===== src/rtl/rgp_pkg.sv =====
package rgp_pkg;
   localparam int GOV_W   = 32;  // governor word width per stream
   localparam int INT_LSB = 16;  // lowest bit of the integer field
endpackage


===== src/rtl/rgp_frac_acc.sv =====
// Fractional accumulator: turns x_int + y_frac/2^FRAC_W into an integer quota per packet.
module rgp_frac_acc #(
   parameter int FRAC_W = 8,
   parameter int INT_W  = 10
) (
   input  logic             clk,
   input  logic             rst_n,
   input  logic             clr,
   input  logic             step,
   input  logic [INT_W-1:0] x_int,
   input  logic [FRAC_W-1:0] y_frac,
   output logic [INT_W:0]   quota
);
   logic [FRAC_W-1:0] acc_q;
   logic [FRAC_W:0]   sum;

   assign sum = {1'b0, acc_q} + {1'b0, y_frac};

   always_ff @(posedge clk or negedge rst_n) begin
      if (!rst_n) begin
         acc_q <= '0;
         quota <= '0;
      end else if (clr) begin
         acc_q <= '0;
         quota <= '0;
      end else if (step) begin
         acc_q <= sum[FRAC_W-1:0];
         quota <= {1'b0, x_int} + {{INT_W{1'b0}}, sum[FRAC_W]};
      end
   end
endmodule


===== src/rtl/rgp_budget.sv =====
// Per-packet symbol budget: counts releases against the quota, flags stuffing.
module rgp_budget #(
   parameter int INT_W = 10
) (
   input  logic           clk,
   input  logic           rst_n,
   input  logic           clr,
   input  logic           start,
   input  logic [INT_W:0] quota,
   input  logic           ready,
   output logic           release_o,
   output logic           stuff_o
);
   logic [INT_W:0] used_q;
   logic           open_q;
   logic           room;
   logic           live;

   assign room      = used_q < quota;
   assign live      = open_q && !start && !clr;
   assign release_o = live && ready && room;
   assign stuff_o   = live && !room;

   always_ff @(posedge clk or negedge rst_n) begin
      if (!rst_n) begin
         used_q <= '0;
         open_q <= 1'b0;
      end else if (clr) begin
         used_q <= '0;
         open_q <= 1'b0;
      end else if (start) begin
         used_q <= '0;
         open_q <= 1'b1;
      end else if (release_o) begin
         used_q <= used_q + 1'b1;
      end
   end
endmodule


===== src/rtl/rgp_pacer.sv =====
// Multi-stream fractional rate governor pacer.
module rgp_pacer
   import rgp_pkg::*;
#(
   parameter int NS     = 2,
   parameter int FRAC_W = 8,
   parameter int INT_W  = 10
) (
   input  logic               clk,
   input  logic               rst_n,
   input  logic [NS-1:0]      enable,
   input  logic [NS*GOV_W-1:0] gov_word,
   input  logic               pkt_start,
   input  logic [NS-1:0]      sym_ready,
   output logic [NS-1:0]      sym_release,
   output logic [NS-1:0]      stuff
);
   localparam int INT_MSB = INT_LSB + INT_W - 1;

   if (NS < 1) begin : g_bad_ns
      $error("rgp_pacer: NS must be at least 1");
   end
   if (FRAC_W < 1 || FRAC_W > INT_LSB) begin : g_bad_frac
      $error("rgp_pacer: FRAC_W must lie in 1..INT_LSB");
   end
   if (INT_W < 1 || INT_MSB >= GOV_W) begin : g_bad_int
      $error("rgp_pacer: integer field does not fit the governor word");
   end

   for (genvar s = 0; s < NS; s++) begin : g_stream
      logic [INT_W-1:0]  x_fld;
      logic [FRAC_W-1:0] y_fld;
      logic [INT_W:0]    quota;
      logic              clr;
      logic              step;

      assign x_fld = gov_word[s*GOV_W + INT_LSB +: INT_W];
      assign y_fld = gov_word[s*GOV_W +: FRAC_W];
      assign clr   = !enable[s];
      assign step  = pkt_start && enable[s];

      rgp_frac_acc #(.FRAC_W(FRAC_W), .INT_W(INT_W)) i_acc (
         .clk    (clk),
         .rst_n  (rst_n),
         .clr    (clr),
         .step   (step),
         .x_int  (x_fld),
         .y_frac (y_fld),
         .quota  (quota)
      );

      rgp_budget #(.INT_W(INT_W)) i_budget (
         .clk       (clk),
         .rst_n     (rst_n),
         .clr       (clr),
         .start     (pkt_start),
         .quota     (quota),
         .ready     (sym_ready[s]),
         .release_o (sym_release[s]),
         .stuff_o   (stuff[s])
      );
   end
endmodule


===== config.mk =====
export PLATFORM = sky130hd
export DESIGN_NAME = rgp_pacer
export DESIGN_NICKNAME = d
export VERILOG_FILES = /design/src/rtl/rgp_pkg.sv /design/src/rtl/rgp_frac_acc.sv /design/src/rtl/rgp_budget.sv /design/src/rtl/rgp_pacer.sv
export SDC_FILE = /design/constraint.sdc
export NUM_CORES = 1
export LEC_CHECK = 0
export BUFFER_PORTS_ARGS = -buffer_cell sky130_fd_sc_hd__buf_2
export CORE_ASPECT_RATIO = 0.8
export CORE_MARGIN = 2
export CORE_UTILIZATION = 30
export DETAILED_ROUTE_END_ITERATION = 10
export HOLD_SLACK_MARGIN = 0.06
export MAX_ROUTING_LAYER = met4
export PLACE_DENSITY = 0.55
export SLEW_MARGIN = 5
export SYNTH_ARGS = -nofsm -noshare
export SYNTH_HDL_FRONTEND = slang
export SYNTH_SLANG_ARGS = --single-unit

===== constraint.sdc =====
create_clock -name clk -period 3.2 [get_ports clk]
set_input_delay 0.16 -clock clk [delete_from_list [all_inputs] [get_ports clk]]
set_output_delay 0.16 -clock clk [all_outputs]
set_load 0.01 [all_outputs]

==> impl_metrics.yaml <==
synthesis:
  ys_types: 45
  synth_area_um2: 4550
  yosysSeqAreaShare_pct: 34.1
  synth_commonest_cells: "62 x dfrtp_1, 58 x nand2_1, 42 x ha_1"
  synth_cells: 494
  syn_area_per_cell_um2: 9.20
  synthTopCellsByArea: "dfrtp_1 34%, ha_1 12%, mux2i_1 7.0%, nand2_1 4.8%, a21oi_1 3.2%"
  async_flop_share_pct: 100
  ys_warn_count: 0
  synth_top_area_cell: "dfrtp_1"
  ys_seq_elements: 62
  synth.most_common_cell: "dfrtp_1"
  synth_edf_count: 0
  synth_top_area_share_pct: 34.1
  syn-num-nets: 609
  synth_top_flop_cell: "dfrtp_1"
die:
  start_util_pct: 30.5
  rows: 40
  core_area_um2: 14900
  io_pins: 75
  chipHeight_um: 114
  die_w_um: 142
  dieArea_um2: 16200
sta:
  worst_slack_ps: 300
  period_share_pct: 90.6
  layout_min_cycle_time_ps: 2900
  finalClockSkew_ps: 6.67
  relSlewSlack_pct: 34.9
  tns_ps: 0
  fmax_mhz: 345
  hold_viol_final: 0
  rsz0062_at_grt: "false"
  setup_violations: 0
  tightest_slew_ps: 970
  timing.final.max_slew_violations: 0
drt:
  firstDrtPassIters: 4
  drcViolationCount: 0
  wl_um: 10400
  viasPerCell: 4.98
  final_antenna_net_count: 0
  routed-via-count: 3627
  first_iter_violations: 247
  wire_per_inst_um: 14.2
global_route:
  grt_pass1_vias: 3520
  antenna_found_initial: 0
  grt-ovfl-total: 0
  grt_first_pass_wirelength_um: 17400
  grtUsageTotal_pct: 14.0
  grt_max_degree: 43
power:
  ir_worst_vdd_mv: 0.231
  powerDensity_nw_per_um2: 434
  power.leakage_nw: 2.46
clock_tree:
  clock_sinks: 62
  clockRootBuffer: "clkbuf_16"
  cts_max_path_buffers: 2
  cts_tree: "yes"
  insertion_delay_ps: 340
  numCtsBuffers: 9
  path_clk_slew_ps: 60
  h-tree-depth: 3
critical_path:
  critical_path.endpoint: "g_stream[1].i_acc.quota[6]"
  timing.setup.critical_path_class: "flop to flop"
  worstPathArrival_ps: 3120
  worst-path-stages: 15
  critPathCaptureType: "flop"
  cp_slowest_cell: "dfrtp_1"
  path_max_fanout: 4
  critPathTopFamily: "compound AO/OA/AOI/OAI gates"
  required_ps: 3420
  path_buf_inv: 1
  slowest_delay_ps: 380
  cp-start-kind: "flop"
  crit_start: "g_stream[1].i_acc.acc_q[0]"
  path_common_cell: "ha_1"
  r2r-start: "g_stream[1].i_acc.acc_q[0]"
  r2r_slack_ps: 300
  cp_cell_sequence: "ha_1 > inv_1 > fa_1 > nor2b_1 > o21ai_0 > a21oi_1 > a211oi_1 > o21ai_1 > ha_2 > ha_1 > and3_2 > nand3_1 > xor2_1 > nand2_1 > o211a_1"
  rr_worst_depth: 15
  r2r_end: "g_stream[1].i_acc.quota[6]"
final_layout:
  area_growth_pct: 15.6
  drive_gt1_share_pct: 16.9
  n_antenna_cell: 0
  nets: 650
  regArea_um2: 1550
  fillers: 1520
  multi_input_area_um2: 2760
job:
  max_cap_viol_count: 0
placement:
  pre_cts_ws_ps: 190
  portBuffers: 46
  gp_congestion: 0.812
  hpwl_um: 7430
worst_hold_path:
  min_path_cells: 2
  hp-class: "input pin to flop"
run_status:
  status: "completed"
layer usage:
layer	share of wire [%]	global-route usage, %	vias to the layer above	wire (µm)
li1	-	-	1824	-
met1	50	18.5	1724	5190
met2	44	21.4	65	4560
met3	4.0	3.26	14	416
met4	1.8	4.73	0	190
met5	0	-	-	0
power by group:
part	total [mW]	switching, mW	internal [mW]
combinational	0.429	0.246	0.182
clock	0.993	0.372	0.621
sequential	0.859	0.0270	0.832
layout by cell type (no fill, tap or decap), types with 4 or more instances in the layout:
| cell | n |
|---|---|
| dfrtp_1 | 62 |
| nand2_1 | 58 |
| buf_2 | 46 |
| ha_1 | 41 |
| inv_1 | 32 |
| mux2i_1 | 32 |
| a21oi_1 | 29 |
| nor2_1 | 21 |
| nand3_1 | 19 |
| and3_1 | 16 |
| nand2b_1 | 12 |
| xnor2_1 | 12 |
| xor2_1 | 12 |
| nor2b_1 | 10 |
| o21ai_0 | 10 |
| a21o_1 | 10 |
| a211oi_1 | 9 |
| a21oi_2 | 9 |
| clkbuf_16 | 9 |
| o211a_1 | 8 |
| or3_1 | 8 |
| nand4_1 | 8 |
| o21a_1 | 7 |
| nor3b_1 | 6 |
| buf_4 | 6 |
| and2_1 | 5 |
| o21ai_1 | 4 |
flip-flops by register name, summed over array words and instances, names as in the netlist:
register / count
g_stream.i_acc.quota: 22
g_stream.i_acc.acc_q: 16
g_stream.i_budget.open_q: 2
g_stream.i_budget.used_q: 22
cell type report:
cell class,count,area share (%)
Multi-Input combinational cell,377,52.5
Tap cell,189,4.50
Inverter,32,2.29
Clock buffer,10,4.55
Timing Repair Buffer,53,5.43
Clock inverter,6,1.17
Sequential cell,62,29.5
stage by stage:
step	instances	total power [mW]	hold WS [ps]	utilization (%)	area [µm²]
final	729	2.28	107	35.2	5250
after global routing	729	2.41	119	35.2	5250
after CTS	729	2.32	94.1	35.2	5250
after detailed placement	712	1.30	192	33.1	4940
after global placement	712	1.29	199	33.1	4940
after floorplan	494	1.18	-136	-	4550
logic make-up after synthesis:
logic type	synth area share (%)
AO/OA/AOI/OAI	16.2
multiplexers	7.05
flip-flops	34.1
XOR/XNOR	4.62
AND/OR/NAND/NOR	20.2
adder cells (fa/ha/maj)	12.4
buffers and inverters	5.31
worst min-delay path by stage:
stage	from	slack (ps)	end
2_1_floorplan	rst_n	-140	g_stream[0].i_acc.acc_q[0]
3_3_place_gp	rst_n	200	g_stream[1].i_acc.quota[9]
3_5_place_dp	rst_n	190	g_stream[1].i_acc.quota[9]
4_1_cts	enable[0]	90	g_stream[0].i_acc.acc_q[4]
5_1_grt	enable[0]	120	g_stream[0].i_acc.acc_q[4]
6_report	enable[0]	110	g_stream[0].i_acc.acc_q[4]
timing repair:
action                                  4_1_cts  5_1_grt
gates resized for setup                       0        5
setup buffers                                 0        0
endpoints found under the hold margin        22        0
hold buffers                                  1        0
endpoints found under the setup margin        0        4
Power figures use the tool's default switching activity.
